## src/rtl/panel_seq_pkg.sv

```systemverilog
package panel_seq_pkg;

    localparam int FRAME_BITS = 16;
    localparam int ADDR_BITS  = 8;
    localparam int VAL_BITS   = 8;
    localparam int ON_LEN     = 5;
    localparam int OFF_LEN    = 1;
    localparam int MAX_LEN    = (ON_LEN > OFF_LEN) ? ON_LEN : OFF_LEN;
    localparam int IDX_W      = (MAX_LEN > 1) ? $clog2(MAX_LEN) : 1;
    localparam int BIT_W      = $clog2(FRAME_BITS);

    typedef struct packed {
        logic [ADDR_BITS-1:0] addr;
        logic [VAL_BITS-1:0]  value;
    } reg_write_t;

    typedef enum logic {
        SCRIPT_UP   = 1'b0,
        SCRIPT_DOWN = 1'b1
    } script_e;

    typedef enum logic [2:0] {
        TX_IDLE,
        TX_SETUP,
        TX_LOW,
        TX_HIGH,
        TX_GAP
    } tx_state_e;

    typedef enum logic {
        CT_IDLE,
        CT_RUN
    } ctl_state_e;

    function automatic reg_write_t make_write(input logic [ADDR_BITS-1:0] a,
                                              input logic [VAL_BITS-1:0] v);
        reg_write_t w;
        w.addr  = a;
        w.value = v;
        return w;
    endfunction

    function automatic reg_write_t script_entry(input script_e s,
                                                input logic [IDX_W-1:0] i);
        reg_write_t w;
        w = make_write(8'h00, 8'h00);
        if (s == SCRIPT_DOWN) begin
            w = make_write(8'h05, 8'h5E);
        end else begin
            case (i)
                3'd0:    w = make_write(8'h05, 8'h1E);
                3'd1:    w = make_write(8'h05, 8'h5E);
                3'd2:    w = make_write(8'h07, 8'h8D);
                3'd3:    w = make_write(8'h13, 8'h01);
                3'd4:    w = make_write(8'h05, 8'h5F);
                default: w = make_write(8'h00, 8'h00);
            endcase
        end
        return w;
    endfunction

    function automatic logic [IDX_W-1:0] script_last(input script_e s);
        return (s == SCRIPT_DOWN) ? IDX_W'(OFF_LEN - 1) : IDX_W'(ON_LEN - 1);
    endfunction

endpackage

```

## src/rtl/panel_script_rom.sv

```systemverilog
module panel_script_rom
    import panel_seq_pkg::*;
(
    input  script_e          sel,
    input  logic [IDX_W-1:0] idx,
    output reg_write_t       word,
    output logic             is_last
);

    always_comb begin
        word    = script_entry(sel, idx);
        is_last = (idx == script_last(sel));
    end

endmodule

```

## src/rtl/panel_serial_tx.sv

```systemverilog
module panel_serial_tx
    import panel_seq_pkg::*;
#(
    parameter int HALF_CYC = 4
) (
    input  logic                  clk,
    input  logic                  rst,
    input  logic                  go,
    input  logic [FRAME_BITS-1:0] frame,
    output logic                  frame_done,
    output logic                  sel_n,
    output logic                  sclk,
    output logic                  sdat
);

    localparam int CW = (HALF_CYC > 1) ? $clog2(HALF_CYC) : 1;
    localparam logic [CW-1:0] CNT_LAST = CW'(HALF_CYC - 1);
    localparam logic [BIT_W-1:0] BIT_LAST = BIT_W'(FRAME_BITS - 1);

    tx_state_e             state;
    logic [CW-1:0]         cnt;
    logic [BIT_W-1:0]      bit_idx;
    logic [FRAME_BITS-1:0] shreg;
    logic                  phase_end;

    assign phase_end = (cnt == CNT_LAST);

    always_ff @(posedge clk) begin
        if (rst) begin
            state      <= TX_IDLE;
            cnt        <= '0;
            bit_idx    <= '0;
            shreg      <= '0;
            frame_done <= 1'b0;
            sel_n      <= 1'b1;
            sclk       <= 1'b1;
            sdat       <= 1'b0;
        end else begin
            frame_done <= 1'b0;
            if (state != TX_IDLE) begin
                cnt <= phase_end ? '0 : cnt + 1'b1;
            end
            unique case (state)
                TX_IDLE: begin
                    if (go) begin
                        shreg <= frame;
                        cnt   <= '0;
                        sel_n <= 1'b0;
                        state <= TX_SETUP;
                    end
                end
                TX_SETUP: begin
                    if (phase_end) begin
                        bit_idx <= '0;
                        sclk    <= 1'b0;
                        sdat    <= shreg[FRAME_BITS-1];
                        state   <= TX_LOW;
                    end
                end
                TX_LOW: begin
                    if (phase_end) begin
                        sclk  <= 1'b1;
                        state <= TX_HIGH;
                    end
                end
                TX_HIGH: begin
                    if (phase_end) begin
                        if (bit_idx == BIT_LAST) begin
                            sel_n <= 1'b1;
                            sdat  <= 1'b0;
                            state <= TX_GAP;
                        end else begin
                            bit_idx <= bit_idx + 1'b1;
                            shreg   <= {shreg[FRAME_BITS-2:0], 1'b0};
                            sdat    <= shreg[FRAME_BITS-2];
                            sclk    <= 1'b0;
                            state   <= TX_LOW;
                        end
                    end
                end
                TX_GAP: begin
                    if (phase_end) begin
                        frame_done <= 1'b1;
                        state      <= TX_IDLE;
                    end
                end
                default: state <= TX_IDLE;
            endcase
        end
    end

    AST_DATA_LOW_AT_SELECT: assert property (@(posedge clk) disable iff (rst)
        $fell(sel_n) |-> (!sdat && sclk));

    AST_DATA_HELD_CLOCK_HIGH: assert property (@(posedge clk) disable iff (rst)
        (sclk && $past(sclk) && !sel_n && !$past(sel_n)) |-> $stable(sdat));

    AST_CLOCK_HIGH_WHEN_DESELECTED: assert property (@(posedge clk) disable iff (rst)
        sel_n |-> sclk);

    AST_SELECT_RISES_CLOCK_HIGH: assert property (@(posedge clk) disable iff (rst)
        $rose(sel_n) |-> ($past(sclk) && !sdat));

endmodule

```

## src/rtl/panel_seq_ctrl.sv

```systemverilog
module panel_seq_ctrl
    import panel_seq_pkg::*;
(
    input  logic             clk,
    input  logic             rst,
    input  logic             start_on,
    input  logic             start_off,
    input  logic             frame_done,
    input  logic             is_last,
    output script_e          sel,
    output logic [IDX_W-1:0] idx,
    output logic             tx_go,
    output logic             busy,
    output logic             done
);

    ctl_state_e state;

    always_ff @(posedge clk) begin
        if (rst) begin
            state <= CT_IDLE;
            sel   <= SCRIPT_UP;
            idx   <= '0;
            tx_go <= 1'b0;
            busy  <= 1'b0;
            done  <= 1'b0;
        end else begin
            tx_go <= 1'b0;
            done  <= 1'b0;
            unique case (state)
                CT_IDLE: begin
                    if (start_on || start_off) begin
                        sel   <= start_on ? SCRIPT_UP : SCRIPT_DOWN;
                        idx   <= '0;
                        tx_go <= 1'b1;
                        busy  <= 1'b1;
                        state <= CT_RUN;
                    end
                end
                CT_RUN: begin
                    if (frame_done) begin
                        if (is_last) begin
                            done  <= 1'b1;
                            busy  <= 1'b0;
                            state <= CT_IDLE;
                        end else begin
                            idx   <= idx + 1'b1;
                            tx_go <= 1'b1;
                        end
                    end
                end
                default: state <= CT_IDLE;
            endcase
        end
    end

    AST_DONE_SINGLE_PULSE: assert property (@(posedge clk) disable iff (rst)
        done |=> !done);

    AST_DONE_CLEARS_BUSY: assert property (@(posedge clk) disable iff (rst)
        done |-> !busy);

    AST_IDLE_ACCEPTS: assert property (@(posedge clk) disable iff (rst)
        (!busy && !done && (start_on || start_off)) |=> busy);

    AST_BOTH_PICKS_UP: assert property (@(posedge clk) disable iff (rst)
        (!busy && state == CT_IDLE && start_on && start_off) |=> (sel == SCRIPT_UP));

    AST_SCRIPT_HELD: assert property (@(posedge clk) disable iff (rst)
        (busy && $past(busy)) |-> $stable(sel));

endmodule

```

## src/rtl/panel_cfg_seq.sv

```systemverilog
module panel_cfg_seq
    import panel_seq_pkg::*;
#(
    parameter int HALF_CYC = 4
) (
    input  logic clk,
    input  logic rst,
    input  logic start_on,
    input  logic start_off,
    output logic busy,
    output logic done,
    output logic pnl_sel_n,
    output logic pnl_sclk,
    output logic pnl_sdat
);

    script_e          cur_sel;
    logic [IDX_W-1:0] cur_idx;
    reg_write_t       cur_word;
    logic             cur_last;
    logic             tx_go;
    logic             frame_done;

    panel_seq_ctrl u_ctrl (
        .clk        (clk),
        .rst        (rst),
        .start_on   (start_on),
        .start_off  (start_off),
        .frame_done (frame_done),
        .is_last    (cur_last),
        .sel        (cur_sel),
        .idx        (cur_idx),
        .tx_go      (tx_go),
        .busy       (busy),
        .done       (done)
    );

    panel_script_rom u_rom (
        .sel     (cur_sel),
        .idx     (cur_idx),
        .word    (cur_word),
        .is_last (cur_last)
    );

    panel_serial_tx #(
        .HALF_CYC (HALF_CYC)
    ) u_tx (
        .clk        (clk),
        .rst        (rst),
        .go         (tx_go),
        .frame      (cur_word),
        .frame_done (frame_done),
        .sel_n      (pnl_sel_n),
        .sclk       (pnl_sclk),
        .sdat       (pnl_sdat)
    );

    AST_SELECT_ONLY_WHEN_BUSY: assert property (@(posedge clk) disable iff (rst)
        !pnl_sel_n |-> busy);

    AST_LINES_IDLE_WHEN_FREE: assert property (@(posedge clk) disable iff (rst)
        !busy |-> (pnl_sel_n && pnl_sclk && !pnl_sdat));

    initial begin
        assert (HALF_CYC >= 1);
    end

endmodule

```

## config.mk

```make
export PLATFORM = sky130hd
export DESIGN_NAME = panel_cfg_seq
export DESIGN_NICKNAME = d
export VERILOG_FILES = /design/src/rtl/panel_seq_pkg.sv /design/src/rtl/panel_script_rom.sv /design/src/rtl/panel_serial_tx.sv /design/src/rtl/panel_seq_ctrl.sv /design/src/rtl/panel_cfg_seq.sv
export SDC_FILE = /design/constraint.sdc
export NUM_CORES = 1
export LEC_CHECK = 0
export BUFFER_PORTS_ARGS = -buffer_cell sky130_fd_sc_hd__buf_2
export CAP_MARGIN = 20
export CORE_ASPECT_RATIO = 1.5
export CORE_UTILIZATION = 55
export DETAILED_ROUTE_END_ITERATION = 7
export PLACE_DENSITY = 0.73
export SETUP_SLACK_MARGIN = 0.05
export SLEW_MARGIN = 30
export SYNTH_ARGS = -nofsm -noshare
export SYNTH_HDL_FRONTEND = slang
export SYNTH_SLANG_ARGS = --single-unit
```

## constraint.sdc

```tcl
create_clock -name clk -period 1.9 [get_ports clk]
set_input_delay 0.095 -clock clk [delete_from_list [all_inputs] [get_ports clk]]
set_output_delay 0.095 -clock clk [all_outputs]
set_load 0.005 [all_outputs]
```

==> out/metrics.yaml, run 1 <==
grt_use_total_pct: 24.89
clkSlewWorstSetupHoldPaths_ns: 0.08
row_count: 24
endpoint_kind: "register"
wirelength_um: 3614
n_antenna_cell: 0
antenna_found_initial: 0
slowest_stage: "dfxtp_1"
status: "completed"
slew_violations: 0
numCtsBuffers: 5
cp_top_family: "flip-flops"
dr.pass1.iters: 4
skew_ns: 0.004841
die_w_um: 48.06
slew_headroom_pct: 57.30
num_vias: 1511
start_util_pct: 58.88
min_from: "start_on"
leakage_nw: 0.7258
drt-initial-drc-count: 56
cts_setup_buffers: 0
clk_latency_ns: 0.30
cp_num_buf_inv: 1
netlist_area_sq_mm: 0.001750
r2r_slack_ns: 0.23
synth_seq_cells: 37
powerDensity_mw_per_mm2: 891.2
die_h_um: 71.10
nets: 226
syn_area_per_cell_sq_um: 8.416
path_max_fanout: 6
r2r_start: "u_ctrl.idx[0]"
cp.required_ns: 2.14
gr-total-overflow: 0
drtAntennaViolNets: 0
ir_drop_mv: 0.7616
ys_async_sr_fraction_pct: 0
worstPathCellList: "inv_1 -> ha_1 -> a21oi_1 -> mux2_2 -> nor2_1"
dpl-instance-area_sq_mm: 0.001818
grt_pass1_vias: 1456
syn_nets: 219
synth_edf_count: 0
max_freq_mhz: 598.6
htreeDepth: 2
fp.dieArea_sq_mm: 0.003417
cts_root_buf: "clkbuf_8"
drv_cap: 0
syn_to_final_growth_pct: 11.58
crit_path_start_kind: "register"
arrival_ns: 1.91
synth_top_area_share_pct: 42.32
critPathMaxStageDelay_ns: 0.41
hold_path.class: "in2reg"
yosys_most_used_dff: "dfxtp_1"
hold_buffers: 0
final_area_sq_mm: 0.001953
post-synth-top-area-cell: "dfxtp_1"
avgViaCountPerCell: 5.925
yosysWarnings: 0
cts.sinks: 37
wire_per_inst_um: 14.17
period_needed_ns: 1.671
finalHoldViolations: 0
fin_crit_sh_pct: 87.93
rsz0062_at_grt: "false"
hpwlAfterDp_um: 2452
syn_inst: 208
cts.repair.resized: 0
setup_tns_ns: 0
pin_count: 9
path_class: "reg2reg"
synth_area_leaders: "dfxtp_1 42%, a21oi_1 6.3%, nand2_1 5.1%"
setup_viol: 0
seq_area_frac_synth_pct: 42.32
tritoncts: "yes"
clockBufferDepth: 2
place.gp.congestion: 0.8335
grt_pass1_wl_um: 6189
drc: 0
final_layout_size_suffix_gt1_share_pct: 13.43
grt_max_degree: 37
yosysUniqueCellTypes: 43
port_buffers: 8
coreArea_sq_mm: 0.002973
tightest_slew_ns: 0.6404
crit_start: "u_ctrl.idx[0]"
## routing by layer
layer  track usage [%]  routed length, um  vias to the layer above
li1                  -                  -                      751
met1             29.03               1518                      722
met2             40.84               1904                       30
met3             6.378                115                        8
met4             10.80                 74                        0
met5                 0                  0                        -
## cells in the final DEF (no fill, tap or decap), drive strengths merged, types with 3 or more instances in the layout
| cell | instances |
|---|---|
| ha | 7 |
| inv | 6 |
| nand2b | 3 |
| nor2b | 3 |
| nor2 | 21 |
| o21a | 3 |
| nand3b | 3 |
| a31oi | 4 |
| nor3 | 8 |
| dfxtp | 37 |
| nand2 | 24 |
| o21ai | 5 |
| a211oi | 6 |
| buf | 15 |
| o211ai | 6 |
| a21oi | 22 |
| nand3 | 8 |
| clkbuf | 5 |
## where the power goes
part	internal [mW]	switching (mW)
combinational	0.0410	0.0644
sequential	0.802	0.0168
clock	0.521	0.295
## cell type report
type | count | area [sq um]
Clock buffer | 5 | 68.82
Clock inverter | 3 | 65.06
Fill cell | 247 | 1020
Inverter | 6 | 22.52
Multi-Input combinational cell | 150 | 914.6
Sequential cell | 37 | 740.7
Tap cell | 39 | 48.80
Timing Repair Buffer | 15 | 92.59
## through the flow
step / util (%) / total power, mW / std cells / setup WS (ns) / hold WS (ns)
floorplan: - / 0.9147 / 208 / 0.3457 / 0.1951
global placement: 61.15 / 0.9339 / 247 / 0.2197 / 0.3080
detailed placement: 61.15 / 0.9401 / 247 / 0.2010 / 0.3252
CTS: 65.66 / 1.747 / 255 / 0.1813 / 0.01077
global route: 65.70 / 1.791 / 255 / 0.1153 / 0.01907
finish: 65.70 / 1.741 / 255 / 0.2293 / 0.01197
## kinds of logic after synthesis
| kind of cell | synth area share (%) |
|---|---|
| adders and majority gates | 5.003 |
| DFF | 42.32 |
| buffers and inverters | 5.504 |
| AOI/OAI and AO/OA | 21.37 |
| muxes | 1.858 |
| xor gates and xnor gates | 0.5004 |
| and+or+nand+nor | 23.45 |
## path summary, 6_finish.rpt
| kind | end | cells past startpoint |
|---|---|---|
| worst max-delay path | u_ctrl.idx[2] | 5 |
| worst min register to register | u_tx.sel_n | 2 |
| worst min-delay path | u_ctrl.sel | 2 |
| worst max register to register | u_ctrl.idx[2] | 5 |
## state kept, by name, indices dropped and copies added, names as in the netlist, 2 cells and up
register and count:
u_ctrl.idx 3, u_tx.bit_idx 4, u_tx.cnt 2, u_tx.shreg 16
u_tx.state 3
## synth_stat cells (2+ instances only)
library cell	n
a2111oi_0	2
a211oi_1	6
a21oi_1	22
a31oi_1	4
and2_0	2
and3_1	2
buf_2	4
clkbuf_1	8
dfxtp_1	37
ha_1	7
inv_1	6
mux2_2	2
nand2_1	24
nand2b_1	3
nand3_1	8
nand3b_1	3
nor2_1	21
nor2b_1	3
nor3_1	8
o211ai_1	6
o21a_1	3
o21ai_0	4
o21bai_1	2
or3_1	2
Note: power is estimated with default switching activity, not from simulation.
==> inputs of run 2 (changes only) <==
- REMOVE_ABC_BUFFERS: not set -> 1
==> out/metrics.yaml, run 2 (synthesis results as in run 1) <==
setup_tns_ns: 0  # unchanged
fillers: 263  # +6.5%
arrival_ns: 1.95  # +0.04 ns
r2r_slack_ns: 0.17  # -0.06 ns
gr-total-overflow: 0  # unchanged
path_class: "reg2reg"
worstPathCellList: "ha_1 -> and3_1 -> o21ai_4 -> o2111ai_1 -> a21oi_1"
die_w_um: 48.06  # unchanged
power.switching_mw: 0.3603  # -4.3%
pin_count: 9  # unchanged
drv_cap: 0  # unchanged
max_freq_mhz: 576.6  # -3.7%
timing.rr.end: "u_tx.shreg[0]"
path_max_fanout: 15  # +9
grt_use_total_pct: 24.49  # -0.40 points
dr.pass1.iters: 4  # unchanged
period_needed_ns: 1.734  # +0.06353 ns
top_register: "u_tx.shreg"
status: "completed"
hold_path.class: "in2reg"
fin_crit_sh_pct: 91.27  # +3.3 points
ir_drop_mv: 0.6731  # -12%
reg_top3: "u_tx.shreg: 16 flops, u_tx.bit_idx: 4 flops"
tightest_slew_ns: 0.6462  # +0.005766 ns
dp.cells: 245  # -0.81%
num_vias: 1487  # -1.6%
row_count: 24  # unchanged
p_int_mw: 1.236  # -9.4%
crit_path_start_kind: "register"
grt_max_degree: 37  # unchanged
drtAntennaViolNets: 0  # unchanged
ff2ff_path_depth: 5  # unchanged
coreArea_sq_mm: 0.002973  # unchanged
syn_to_final_growth_pct: 10.15
clkSlewWorstSetupHoldPaths_ns: 0.08  # about the same
rsz0062_at_grt: "false"
clockBufferDepth: 2  # unchanged
holdPathEnd: "u_ctrl.sel"
fp.dieArea_sq_mm: 0.003417  # unchanged
critPathMaxStageDelay_ns: 0.40  # about the same
slew_violations: 0  # unchanged
start_util_pct: 58.88  # unchanged
cts_root_buf: "clkbuf_8"
wire_per_inst_um: 14.07  # -0.74%
switching_share_pct: 22.57  # +0.94 points
place.gp.congestion: 0.7823  # -6.1%
final_cell_mix: "37 x dfxtp_1, 24 x nand2_1, 22 x a21oi_1"
tritoncts: "yes"
antenna_found_initial: 0  # unchanged
clk_latency_ns: 0.29  # about the same
htreeDepth: 2  # unchanged
leakage_nw: 0.7069  # -2.6%
hold_buffers: 0  # unchanged
min_from: "start_on"
clock_power_share_pct: 42.2  # -4.7 points
r2r_start: "u_tx.bit_idx[0]"
drc: 0  # unchanged
die_h_um: 71.10  # unchanged
cts.sinks: 37  # unchanged
final_common_cell: "dfxtp_1"
final_layout_size_suffix_gt1_share_pct: 12.62  # -0.81 points
setup_viol: 0  # unchanged
avgViaCountPerCell: 5.877  # -0.81%
cp.required_ns: 2.12  # -0.02 ns
slew_headroom_pct: 56.92  # -0.38 points
grt_pass1_wl_um: 6023  # -2.7%
power.share.sequential_pct: 51.3  # +4.3 points
final_util_pct: 64.86  # -0.84 points
n_antenna_cell: 0  # unchanged
comb_power_share_pct: 6.5  # +0.4 points
slowest_stage: "o21ai_4"
grt_pass1_vias: 1435  # -1.4%
finalHoldViolations: 0  # unchanged
endpoint_kind: "register"
port_buffers: 8  # unchanged
hpwlAfterDp_um: 2477  # +1.0%
wirelength_um: 3559  # -1.5%
drt-initial-drc-count: 31  # -45%
power.total_mw: 1.596  # -8.3%
skew_ns: 0.009053  # +0.004212 ns
numCtsBuffers: 5  # unchanged
powerDensity_mw_per_mm2: 827.8  # -7.1%
largest_reg_flops: 16  # unchanged
hold_depth: 2  # unchanged
fin_cells: 253  # -0.78%
nets: 224  # -0.88%
-- run 2: area by class of cell --
cell class                      count  area [sq um]  area share [%]
Sequential cell                    37         740.7           38.42
Inverter                            6         22.52           1.168
Multi-Input combinational cell    150         927.1           48.09
Tap cell                           39         48.80           2.531
Timing Repair Buffer               13         77.57           4.023
Clock inverter                      2         38.79           2.012
Clock buffer                        6         72.57           3.764
-- run 2: power by group through the flow --
stage / clock network (mW) / logic, mW / registers, mW
after floorplan: 0 / 0.0624 / 0.836
after global routing: 0.718 / 0.116 / 0.823
after detailed placement: 0 / 0.101 / 0.837
final: 0.674 / 0.103 / 0.819
after global placement: 0 / 0.0968 / 0.835
after CTS: 0.684 / 0.102 / 0.819
-- run 2: per-stage QoR --
step	hold WS (ns)	setup WS [ns]	instance area [sq um]
after floorplan	0.1641	0.2459	1677
after global placement	0.3158	0.1841	1803
after detailed placement	0.3191	0.0003155	1803
after CTS	0.01531	0.1574	1916
after global routing	0.02993	0.06578	1928
final	0.02042	0.1658	1928
-- run 2: critical path: cells and delay by family, from the launching register on --
| family | cells | cell delay [ns] |
|---|---|---|
| AOI/OAI and AO/OA | 3 | 0.76 |
| DFF | 1 | 0.35 |
| and+or+nand+nor | 1 | 0.30 |
| adders and majority gates | 1 | 0.25 |
-- run 2: layer usage --
| layer | part of all wire [%] | vias up | GRT usage [%] |
|---|---|---|---|
| li1 | - | 746 | - |
| met1 | 42 | 711 | 27.38 |
| met2 | 53 | 24 | 41.14 |
| met3 | 2.9 | 6 | 7.143 |
| met4 | 1.7 | 0 | 9.877 |
| met5 | 0 | - | 0 |
-- run 2: worst max path at each step --
| stage | start | cells after the start | to |
|---|---|---|---|
| floorplan | u_tx.state[1] | 4 | u_tx.shreg[7] |
| CTS | u_tx.bit_idx[0] | 5 | u_tx.shreg[9] |
| finish | u_tx.bit_idx[0] | 5 | u_tx.shreg[0] |
| detailed placement | u_tx.bit_idx[0] | 5 | u_tx.shreg[9] |
| global placement | u_tx.bit_idx[0] | 5 | u_tx.shreg[9] |
| global route | u_tx.bit_idx[0] | 5 | u_tx.shreg[0] |
-- run 2: timing repair --
action,in CTS,in global routing
setup endpoints to repair,2,2
gates resized for setup,1,2
pin swaps,0,0
setup buffers,0,0
